**config.mk**
```make
export PLATFORM = sky130hd
export DESIGN_NAME = hsk_uart_regs
export DESIGN_NICKNAME = d
export VERILOG_FILES = /design/src/rtl/hsk_uart_pkg.sv /design/src/rtl/hsk_fifo.sv /design/src/rtl/hsk_irq.sv /design/src/rtl/hsk_uart_regs.sv
export SDC_FILE = /design/constraint.sdc
export NUM_CORES = 1
export LEC_CHECK = 0
export BUFFER_PORTS_ARGS = -buffer_cell sky130_fd_sc_hd__buf_2
export CAP_MARGIN = 25
export CORE_MARGIN = 4
export CORE_UTILIZATION = 40
export DETAILED_ROUTE_END_ITERATION = 8
export SLEW_MARGIN = 20
export SYNTH_ARGS = -nofsm -noshare
export SYNTH_HDL_FRONTEND = slang
export SYNTH_SLANG_ARGS = --single-unit
```
**constraint.sdc**
```tcl
create_clock -name clk -period 5.5 [get_ports clk]
set_input_delay 1.1 -clock clk [delete_from_list [all_inputs] [get_ports clk]]
set_output_delay 1.1 -clock clk [all_outputs]
set_load 0.005 [all_outputs]
```
**src/rtl/hsk_uart_pkg.sv**
```systemverilog
package hsk_uart_pkg;
    localparam int WORD_W = 32;
    localparam int CHAR_W = 8;
    localparam int NCAUSE = 2;

    localparam logic [1:0] W_DATA = 2'd0;
    localparam logic [1:0] W_CTRL = 2'd1;
    localparam logic [1:0] W_IST  = 2'd2;
    localparam logic [1:0] W_IEN  = 2'd3;

    localparam int B_RXH = 8;
    localparam int B_TXH = 9;

    localparam int C_RX = 0;
    localparam int C_TX = 1;

    typedef enum logic [1:0] {
        PAR_NONE = 2'd0,
        PAR_EVEN = 2'd1,
        PAR_ODD  = 2'd2
    } parity_e;

    typedef struct packed {
        logic       brk;
        logic       host_en;
        logic [1:0] mode;
        logic [1:0] par;
    } ctrl_t;

    function automatic parity_e decode_par(input logic [1:0] code);
        case (code)
            2'd1:    return PAR_EVEN;
            2'd2:    return PAR_ODD;
            default: return PAR_NONE;
        endcase
    endfunction
endpackage

```
**src/rtl/hsk_fifo.sv**
```systemverilog
module hsk_fifo #(
    parameter int WIDTH = 8,
    parameter int DEPTH = 4
) (
    input  logic             clk,
    input  logic             rst,
    input  logic             push,
    input  logic [WIDTH-1:0] din,
    input  logic             pop,
    output logic [WIDTH-1:0] head,
    output logic             empty,
    output logic             full,
    output logic [$clog2(DEPTH+1)-1:0] count
);
    localparam int PW = (DEPTH > 1) ? $clog2(DEPTH) : 1;
    localparam int CW = $clog2(DEPTH + 1);

    logic [WIDTH-1:0] mem [DEPTH];
    logic [PW-1:0]    rp, wp;
    logic             do_push, do_pop;

    assign empty   = (count == '0);
    assign full    = (count == CW'(DEPTH));
    assign do_push = push && !full;
    assign do_pop  = pop && !empty;
    assign head    = mem[rp];

    function automatic logic [PW-1:0] bump(input logic [PW-1:0] p);
        return (p == PW'(DEPTH - 1)) ? '0 : p + 1'b1;
    endfunction

    always_ff @(posedge clk) begin
        if (rst) begin
            rp    <= '0;
            wp    <= '0;
            count <= '0;
        end else begin
            if (do_push) begin
                mem[wp] <= din;
                wp      <= bump(wp);
            end
            if (do_pop) rp <= bump(rp);
            if (do_push && !do_pop)      count <= count + 1'b1;
            else if (do_pop && !do_push) count <= count - 1'b1;
        end
    end

    a_r3_no_overflow: assert property (@(posedge clk) disable iff (rst)
        count <= CW'(DEPTH));
    a_r2_push_grows: assert property (@(posedge clk) disable iff (rst)
        (push && !full && !pop) |=> count == $past(count) + 1'b1);
    a_r4_pop_empty_ignored: assert property (@(posedge clk) disable iff (rst)
        (pop && empty && !push) |=> empty);
endmodule

```
**src/rtl/hsk_irq.sv**
```systemverilog
module hsk_irq
    import hsk_uart_pkg::*;
(
    input  logic              clk,
    input  logic              rst,
    input  logic [NCAUSE-1:0] set_vec,
    input  logic              clr_wr,
    input  logic [NCAUSE-1:0] clr_mask,
    input  logic              en_wr,
    input  logic [NCAUSE-1:0] en_data,
    output logic [NCAUSE-1:0] status,
    output logic [NCAUSE-1:0] enable,
    output logic              summary
);
    logic [NCAUSE-1:0] clr_eff;
    assign clr_eff = clr_wr ? clr_mask : '0;
    assign summary = |(status & enable);

    always_ff @(posedge clk) begin
        if (rst) begin
            status <= '0;
            enable <= '0;
        end else begin
            status <= (status & ~clr_eff) | set_vec;
            if (en_wr) enable <= en_data;
        end
    end

    for (genvar i = 0; i < NCAUSE; i++) begin : g_chk
        a_r5_set_wins: assert property (@(posedge clk) disable iff (rst)
            set_vec[i] |=> status[i]);
        a_r5_w1c: assert property (@(posedge clk) disable iff (rst)
            (clr_wr && clr_mask[i] && !set_vec[i]) |=> !status[i]);
    end
endmodule

```
**src/rtl/hsk_uart_regs.sv**
```systemverilog
module hsk_uart_regs
    import hsk_uart_pkg::*;
#(
    parameter int DEPTH = 4
) (
    input  logic              clk,
    input  logic              rst,
    input  logic              bus_sel,
    input  logic              bus_wr,
    input  logic [3:0]        bus_addr,
    input  logic [WORD_W-1:0] bus_wdata,
    output logic [WORD_W-1:0] bus_rdata,
    output logic [CHAR_W-1:0] tx_data,
    output logic              tx_valid,
    input  logic              tx_take,
    input  logic              tx_shifting,
    input  logic [CHAR_W-1:0] rx_char,
    input  logic              rx_strobe,
    output logic [1:0]        parity_mode,
    output logic              tx_break,
    output logic              port_en,
    output logic              irq
);
    localparam int CW = $clog2(DEPTH + 1);

    ctrl_t             ctrl;
    logic              wr_go;
    logic [1:0]        widx;
    logic              tx_push, tx_pop, tx_empty, tx_full;
    logic              rx_push, rx_pop, rx_empty, rx_full;
    logic [CW-1:0]     tx_cnt, rx_cnt;
    logic [CHAR_W-1:0] rx_head;
    logic              tx_busy, summary, drained;
    logic [NCAUSE-1:0] set_vec, ist, ien;

    assign widx  = bus_addr[3:2];
    assign wr_go = bus_sel && bus_wr;

    assign tx_push = wr_go && widx == W_DATA && bus_wdata[B_TXH];
    assign rx_pop  = wr_go && widx == W_DATA && bus_wdata[B_RXH];
    assign port_en = ctrl.mode != 2'd0;
    assign tx_pop  = tx_take && tx_valid;
    assign rx_push = rx_strobe && port_en;

    hsk_fifo #(.WIDTH(CHAR_W), .DEPTH(DEPTH)) u_txq (
        .clk(clk), .rst(rst), .push(tx_push), .din(bus_wdata[CHAR_W-1:0]),
        .pop(tx_pop), .head(tx_data), .empty(tx_empty), .full(tx_full),
        .count(tx_cnt));

    hsk_fifo #(.WIDTH(CHAR_W), .DEPTH(DEPTH)) u_rxq (
        .clk(clk), .rst(rst), .push(rx_push), .din(rx_char),
        .pop(rx_pop), .head(rx_head), .empty(rx_empty), .full(rx_full),
        .count(rx_cnt));

    assign tx_valid = !tx_empty && port_en;
    assign drained  = tx_pop && tx_cnt == CW'(1) && !(tx_push && !tx_full);
    assign tx_busy  = !tx_empty || tx_shifting;

    always_comb begin
        set_vec       = '0;
        set_vec[C_RX] = rx_push && !rx_full;
        set_vec[C_TX] = drained;
    end

    hsk_irq u_irq (
        .clk(clk), .rst(rst), .set_vec(set_vec),
        .clr_wr(wr_go && widx == W_IST), .clr_mask(bus_wdata[NCAUSE-1:0]),
        .en_wr(wr_go && widx == W_IEN), .en_data(bus_wdata[NCAUSE-1:0]),
        .status(ist), .enable(ien), .summary(summary));

    always_ff @(posedge clk) begin
        if (rst) ctrl <= '0;
        else if (wr_go && widx == W_CTRL) ctrl <= ctrl_t'(bus_wdata[5:0]);
    end

    assign parity_mode = decode_par(ctrl.par);
    assign tx_break    = ctrl.brk;
    assign irq         = ctrl.host_en && summary;

    always_comb begin
        bus_rdata = '0;
        case (widx)
            W_DATA: begin
                bus_rdata[CHAR_W-1:0] = rx_empty ? '0 : rx_head;
                bus_rdata[B_RXH]      = !rx_empty;
                bus_rdata[B_TXH]      = !tx_full;
            end
            W_CTRL: bus_rdata[7:0] = {summary, tx_busy, ctrl};
            W_IST:  bus_rdata[NCAUSE-1:0] = ist;
            default: bus_rdata[NCAUSE-1:0] = ien;
        endcase
    end

    a_r10_rx_dropped: assert property (@(posedge clk) disable iff (rst)
        (!port_en && !rx_pop) |=> $stable(rx_cnt));
    a_r6_irq_needs_cause: assert property (@(posedge clk) disable iff (rst)
        irq |-> (ist & ien) != '0);
endmodule

```
==> flow_summary.ini, run 1 <==
[floorplanning]
num_rows = 36
coreArea_um2 = 9820
floorplan.initialDensity_pct = 41.2
die-area_um2 = 11800
boundaryPins = 97
horiz_die_dim_um = 109
vertical_extent_of_the_die_um = 109

[job]
max-cap-violations = 0

[power_and_ir_drop]
comb_power_share_pct = 4.3
power_leakage_nw = 1.70
power-per-cell-area_nw_per_um2 = 288
swShare_pct = 21.6
net-switching-power_w = 0.000282
ir_worst_vdd_mv = 0.162
internal_power_w = 0.00103
power_frac_seq_pct = 57.0
clock_power_share_pct = 38.7

[timing]
final.period_utilization_pct = 62.0
achievable-frequency_mhz = 293
max_slew_margin_pct = 63.4
finalHoldViolCount = 0
rsz0062_at_grt = no
timing.setup.tns_ns = 0
period_minus_slack_ns = 3.41
finalMaxSlewViolations = 0
skew_ns = 0.0124
final-setup-viol-count = 0
worst-slew-pin-transition_ns = 0.548

[place]
place.port_buffers = 50
gp_congestion = 0.713
detailed_place_hpwl_um = 5120
dpl-instance-area_um2 = 4320

[critical_path]
path_common_cell = buf_2
cpLargestDelayFamily = simple AND/OR/NAND/NOR gates
timing.critical_path.depth = 5
critical_path_class = in2out
critical_path.startpoint_type = primary input
path_cells = buf_2 -> nor3_2 -> nand2_1 -> a31oi_1 -> buf_2
critical_path_max_stage_delay_ns = 0.48
worst-path-max-fanout = 9
worst-r2r-cell-count = 8
worst_setup_path_end_kind = output pin
crit_slowest_cell = nor3_2
critical_path_required_ns = 4.40
worst_ep_arrival_time_ns = 2.31
regToRegSetupSlack_ns = 3.11
cp_num_buf_inv = 2

[synthesis]
post_synth_main_area_contributors = edfxtp_1, dfxtp_1, mux4_2
synth.yosys.seq_area_share_pct = 61.4
unique_masters_post_synth = 34
syn-instance-count = 289
number_of_enable_flip_flop_cells_after_synthesis = 64
number_of_synthesized_register_bits = 92
synth.avg_cell_area_um2 = 14.0
synthDominantAreaCellType = edfxtp_1
asyncSetResetFlopFracSynth_pct = 0
yosys.area.top_type_share_pct = 47.5
synth_flop_cell = edfxtp_1
mappedNetlistArea_um2 = 4050
ys.warnings.count = 0

[clock_tree]
cts.repair.resized = 0
postCtsSetupRepairBufs = 0
clock_insertion_delay_worst_skew_ns = 0.35
tritoncts_clock_tree = yes
cts-root-buf = clkbuf_8
clk_path_buf_depth = 2
cts_sinks = 92
cts-htree-levels = 3
clkSlewWorstSetupHoldPaths_ns = 0.09
numCtsBuffers = 9
cts_hold_repair.buffers = 0

[global_route]
maximum_number_of_pins_on_one_net_before_global_route_repair = 27
vias_in_the_first_global_route = 2254
grt-ovfl-total = 0
wire_length_of_the_first_global_routing_pass_um = 11300
number_of_antenna_violations_at_the_first_check_in_global_routing = 0
globalRouteTotalUtil_pct = 12.8

[run_status]
status = finished, final reports clean

[route]
antenna_violating_nets_post_route = 0
totalWireLength_um = 7080
drt-pass1-iter-count = 4
dr.first_iter.drc_count = 48
route.detailed.drc = 0
average_wire_per_cell_in_the_routed_design_um = 14.9
vias_per_cell = 4.71
vias = 2244

[hold_path]
hold_path_cells = 2
hold_path_class = reg2reg

[cells_and_area]
n_antenna_cell = 0
num-nets-final = 406
layout-area-overhead-vs-synth_pct = 12.4
multi_input_area_um2 = 1380
register_area_um2 = 2480
finish.instance_area_um2 = 4550
layout.cells.most_common = edfxtp_1
n_fill_cell = 930
most_frequent_cells_in_the_layout = edfxtp_1, buf_2, dfxtp_1
drive_above_1_share_pct = 25.4
power groups by stage:
stage	Sequential (W)	Clock (W)	Combinational, W
4_1_cts	0.000746	0.000528	0.0000562
3_3_place_gp	0.000762	0	0.0000543
2_1_floorplan	0.000761	0	0.0000434
5_1_grt	0.000747	0.000551	0.0000636
6_report	0.000746	0.000507	0.0000556
3_5_place_dp	0.000762	0	0.0000561
flip-flops by register name (all words and copies together), names as in the netlist, named ones only:
signal        flops
ctrl              5
tx_break          1
u_irq.enable      2
u_irq.status      2
u_rxq.count       3
u_rxq.mem        32
u_rxq.rp          2
u_rxq.wp          2
u_txq.count       3
u_txq.mem        32
u_txq.rp          2
u_txq.wp          2
layout make-up:
type / count / area share, %
flip-flops and latches: 92 / 54.6
multi-input cells: 175 / 30.4
repair buffers: 50 / 5.50
well taps: 133 / 3.66
clock buffers: 9 / 2.72
clock inverters: 7 / 2.31
inverters: 10 / 0.826
per-stage QoR:
step / std cells / total power [W] / util, % / setup WS [ns] / hold slack, ns
6_report: 476 / 0.00131 / 46.3 / 2.09 / 0.479
5_1_grt: 476 / 0.00136 / 46.3 / 1.95 / 0.501
4_1_cts: 476 / 0.00133 / 46.3 / 2.06 / 0.479
3_5_place_dp: 460 / 0.000818 / 44.0 / 2.06 / 0.468
3_3_place_gp: 460 / 0.000816 / 44.0 / 2.05 / 0.469
2_1_floorplan: 310 / 0.000805 / - / 2.46 / 0.445
path summary, 6_finish.rpt:
check	to	start
setup reg to reg	u_rxq.count[2]$_SDFFE_PP0P_	ctrl[3]$_SDFFE_PP0P_
hold reg to reg	ctrl[4]$_SDFFE_PP0P_	ctrl[4]$_SDFFE_PP0P_
hold / removal	ctrl[4]$_SDFFE_PP0P_	ctrl[4]$_SDFFE_PP0P_
setup / recovery	bus_rdata[0]	bus_addr[3]
worst register-to-register path, cell delays in order (launching register included):
cell and delay, ns:
dfxtp_1 0.43, o21ai_0 0.10, a21oi_1 0.44, ha_1 0.29
inv_1 0.06, fa_1 0.37, xor2_1 0.16, or3_1 0.31
a21oi_1 0.15
Yosys cell counts (all sizes together) (2+ instances only):
cell	count
edfxtp	64
buf	30
dfxtp	28
nor2	20
nand2	18
ha	16
mux4	16
a21oi	14
nand3	12
and2	10
inv	10
mux2i	10
o21ai	7
nor2b	6
a22o	4
or3	4
xor2	4
clkbuf	3
a31oi	2
nor3	2
cells by family (layout without fill, tap and decap cells):
group,after synthesis,after routing,share of synthesized area [%]
compound gates,29,29,4.45
xor+xnor,4,4,0.866
fa+ha+maj,17,17,5.44
buf+inv,43,76,6.43
flops,92,92,61.4
mux,26,26,11.4
other cells,1,22,0.0927
simple gates,77,77,9.96
per-layer routing:
metal | vias to the layer above | routed length [um] | global-route usage (%)
li1 | 1100 | - | -
met1 | 1090 | 2820 | 14.0
met2 | 43 | 3870 | 23.3
met3 | 11 | 277 | 4.06
met4 | 0 | 118 | 4.24
met5 | - | 0 | 0
Note: power is estimated with default switching activity, not from simulation.
==> run 2: changes to the inputs <==
- clock period: 5.5 -> 3.1 ns (I/O delays scaled with it)
==> flow_summary.ini, run 2 (synthesis results as in run 1) <==
[run_status]
status = finished, final reports clean

[place]
dpl_worst_slack_ns = 0.745
dpl-instance-area_um2 = 4340
gp_congestion = 0.706
place.port_buffers = 50
detailed_place_hpwl_um = 5190

[clock_tree]
clk_path_buf_depth = 2
cts_hold_repair.buffers = 0
cts_sinks = 92
clkSlewWorstSetupHoldPaths_ns = 0.09
tritoncts_clock_tree = yes
numCtsBuffers = 9
postCtsSetupRepairBufs = 0
cts-htree-levels = 3
cts-root-buf = clkbuf_8
clock_insertion_delay_worst_skew_ns = 0.36
cts.repair.resized = 0

[timing]
timing.setup.tns_ns = 0
period_minus_slack_ns = 2.60
skew_ns = 0.00808
fin_worst_hold_slack_ns = 0.470
worst-slew-pin-transition_ns = 0.562
final-setup-viol-count = 0
final_critical_path_setup_slack_ns = 0.496
final.period_utilization_pct = 84.0
finalMaxSlewViolations = 0
rsz0062_at_grt = no
max_slew_margin_pct = 62.4
achievable-frequency_mhz = 384
finalHoldViolCount = 0

[route]
vias_per_cell = 4.74
totalWireLength_um = 7100
dr.first_iter.drc_count = 69
average_wire_per_cell_in_the_routed_design_um = 14.8
antenna_violating_nets_post_route = 0
route.detailed.drc = 0
drt-pass1-iter-count = 4
vias = 2269

[cells_and_area]
num-nets-final = 409
layout-area-overhead-vs-synth_pct = 11.9
finish.instance_area_um2 = 4530
n_antenna_cell = 0
n_fill_cell = 917
final_util_pct = 46.1
drive_above_1_share_pct = 25.7
largest_registers_in_the_final_layout = u_rxq.mem x32, u_txq.mem x32, ctrl x5
most_frequent_cells_in_the_layout = edfxtp_1, buf_2, dfxtp_1
layout.cells.most_common = edfxtp_1

[critical_path]
critical_path_required_ns = 2.48
critical_path.startpoint_type = flop
worst_ep_arrival_time_ns = 1.98
worst-path-max-fanout = 8
critical_path_class = reg2out
worst_setup_path_end_kind = output pin
worst-r2r-cell-count = 9

[global_route]
wire_length_of_the_first_global_routing_pass_um = 11300
maximum_number_of_pins_on_one_net_before_global_route_repair = 27
grt-ovfl-total = 0
number_of_antenna_violations_at_the_first_check_in_global_routing = 0
vias_in_the_first_global_route = 2209
globalRouteTotalUtil_pct = 12.9

[floorplanning]
die-area_um2 = 11800
vertical_extent_of_the_die_um = 109
boundaryPins = 97
coreArea_um2 = 9820
horiz_die_dim_um = 109
num_rows = 36
floorplan.initialDensity_pct = 41.2

[power_and_ir_drop]
power-per-cell-area_nw_per_um2 = 478
power_leakage_nw = 1.69
ir_worst_vdd_mv = 0.347

[hold_path]
hold_path_cells = 1
hold_path_class = in2reg

[job]
max-cap-violations = 0
## run 2: cell count changes in the layout (fill, tap and decap cells not counted)
cell,before,now
clkinv_4,0,3
clkbuf_8,9,10
bufinv_16,2,0
inv_6,3,0
clkinv_1,0,1
buf_4,0,3
## run 2: cell type report
type                    instances  area [um2]  area share (%)
well taps                     133         166            3.68
clock inverters                 6        48.8            1.08
repair buffers                 53         273            6.03
multi-input cells             175        1380            30.5
clock buffers                  10         138            3.04
inverters                      10        37.5           0.829
flip-flops and latches         92        2480            54.8
## run 2: critical path, cell delays in order (launching register included)
cell and delay, ns:
dfxtp_1 0.68, mux4_2 0.58, nand2_1 0.08, a31oi_1 0.13, buf_2 0.16
## run 2: report_power, final
part | internal [W] | switching, W
combinational | 0.0000375 | 0.0000628
sequential | 0.00132 | 0.00000693
clock | 0.000320 | 0.000419
## run 2: layer usage
| layer | wire (um) | global-route usage (%) | up-vias |
|---|---|---|---|
| met1 | 2840 | 14.3 | 1106 |
| met5 | 0 | 0 | - |
| met2 | 3870 | 23.6 | 42 |
| met3 | 292 | 3.58 | 12 |
| li1 | - | - | 1109 |
| met4 | 97 | 4.33 | 0 |
## run 2: worst paths after layout
path	startpoint	end	slack, ns
max	flop	bus_rdata[0]	0.50
min	rx_char[7]	u_rxq.mem[1][7]$_DFFE_PP_	0.47
max reg2reg	u_rxq.count[0]$_SDFFE_PP0P_	u_rxq.count[2]$_SDFFE_PP0P_	0.85
min reg2reg	ctrl[4]$_SDFFE_PP0P_	ctrl[4]$_SDFFE_PP0P_	0.48
## run 2: through the flow
stage | instances | total power, W
global placement | 463 | 0.00145
finish | 479 | 0.00216
CTS | 479 | 0.00219
global route | 479 | 0.00225
floorplan | 310 | 0.00143
detailed placement | 463 | 0.00145
==> run 3: changes to the inputs <==
- clock period: 3.1 -> 2.7 ns (I/O delays scaled with it)
==> flow_summary.ini, run 3 (synthesis results as in run 1) <==
[run_status]
status = finished, final reports clean

[global_route]
number_of_antenna_violations_at_the_first_check_in_global_routing = 0
grt-ovfl-total = 0
globalRouteTotalUtil_pct = 12.6
wire_length_of_the_first_global_routing_pass_um = 11200
vias_in_the_first_global_route = 2243
maximum_number_of_pins_on_one_net_before_global_route_repair = 27

[critical_path]
worst_ep_arrival_time_ns = 1.78
critical_path_max_stage_delay_ns = 0.46
crit_slowest_cell = nor3_1
worst_setup_path_end_kind = output pin
cpLargestDelayFamily = simple AND/OR/NAND/NOR gates
critical_path_required_ns = 2.16
worst-path-max-fanout = 8
path_cells = nor3_1 -> nor3_2 -> buf_4 -> a22o_1 -> buf_2
critical_path.startpoint_type = flop
critical_path_class = reg2out
cp_num_buf_inv = 2

[place]
dpl_worst_slack_ns = 0.421
detailed_place_hpwl_um = 5050
dpl-instance-area_um2 = 4350
dp.cells = 464
gp_congestion = 0.730
place.port_buffers = 50

[clock_tree]
cts_sinks = 92
numCtsBuffers = 9
cts-root-buf = clkbuf_8
cts-htree-levels = 3
clock_insertion_delay_worst_skew_ns = 0.35
clkSlewWorstSetupHoldPaths_ns = 0.09
cts.repair.resized = 0
clk_path_buf_depth = 2
postCtsSetupRepairBufs = 0
cts_hold_repair.buffers = 0
tritoncts_clock_tree = yes

[cells_and_area]
n_fill_cell = 902
drive_above_1_share_pct = 25.9
num-nets-final = 410
finalNonFillerCells = 480
final_util_pct = 46.3
finish.instance_area_um2 = 4550
layout-area-overhead-vs-synth_pct = 12.4
largest_registers_in_the_final_layout = u_rxq.mem x32, u_txq.mem x32, ctrl x5
layout.cells.most_common = edfxtp_1
n_antenna_cell = 0
most_frequent_cells_in_the_layout = edfxtp_1, buf_2, dfxtp_1

[timing]
max_slew_margin_pct = 61.7
period_minus_slack_ns = 2.32
rsz0062_at_grt = no
achievable-frequency_mhz = 431
final.period_utilization_pct = 85.9
final_critical_path_setup_slack_ns = 0.381
skew_ns = 0.0125
final-setup-viol-count = 0
worst-slew-pin-transition_ns = 0.574
finalHoldViolCount = 0
finalMaxSlewViolations = 0
timing.setup.tns_ns = 0

[route]
totalWireLength_um = 7030
antenna_violating_nets_post_route = 0
vias_per_cell = 4.70
vias = 2254
dr.first_iter.drc_count = 48
average_wire_per_cell_in_the_routed_design_um = 14.6
route.detailed.drc = 0
drt-pass1-iter-count = 4

[floorplanning]
horiz_die_dim_um = 109
boundaryPins = 97
die-area_um2 = 11800
coreArea_um2 = 9820
floorplan.initialDensity_pct = 41.2
vertical_extent_of_the_die_um = 109
num_rows = 36

[power_and_ir_drop]
power-per-cell-area_nw_per_um2 = 562
power_leakage_nw = 1.70
ir_worst_vdd_mv = 0.345

[hold_path]
hold_path_class = in2reg

[job]
max-cap-violations = 0
==> run 3: stage by stage <==
stage,hold WS (ns),power [W]
3_3_place_gp,0.468,0.00167
5_1_grt,0.377,0.00266
2_1_floorplan,0.445,0.00164
4_1_cts,0.378,0.00259
3_5_place_dp,0.470,0.00167
6_report,0.401,0.00255
==> run 3: cell type report <==
cell class	instances	area [um2]	area share [%]
multi-input cells	175	1380	30.4
repair buffers	54	280	6.16
flip-flops and latches	92	2480	54.6
clock inverters	6	71.3	1.57
well taps	133	166	3.66
inverters	10	37.5	0.826
clock buffers	10	128	2.81
==> run 3: worst register-to-register path: cells and delay by family (launching register included) <==
| kind | cells | cell delay, ns |
|---|---|---|
| simple gates | 3 | 0.88 |
| fa+ha+maj | 2 | 0.56 |
| flops | 1 | 0.37 |
| xor+xnor | 1 | 0.15 |
| buf+inv | 2 | 0.14 |
| compound gates | 1 | 0.14 |
==> run 3: path summary, 6_finish.rpt <==
kind,start,endpoint,slack (ns),cells past startpoint
worst min-delay path,rx_char[7],u_rxq.mem[2][7]$_DFFE_PP_,0.40,1
worst max register to register,u_rxq.count[0]$_SDFFE_PP0P_,u_rxq.count[2]$_SDFFE_PP0P_,0.40,9
worst min register to register,ctrl[4]$_SDFFE_PP0P_,ctrl[4]$_SDFFE_PP0P_,0.48,2
worst max-delay path,u_rxq.count[0]$_SDFFE_PP0P_,bus_rdata[2],0.38,5
==> run 3: metal layers <==
layer	track usage, %	share of wire, %	vias to the layer above	wire (um)
met1	14.5	40	1087	2850
li1	-	-	1109	-
met2	22.2	53	47	3720
met3	3.76	4.6	11	324
met4	4.69	2.0	0	138
met5	0	0	-	0
==> run 3: power by group <==
part | switching [W] | total [W] | internal, W
logic | 0.0000718 | 0.000115 | 0.0000431
registers | 0.00000774 | 0.00152 | 0.00151
clock network | 0.000482 | 0.000919 | 0.000436
total | 0.000562 | 0.00255 | 0.00199
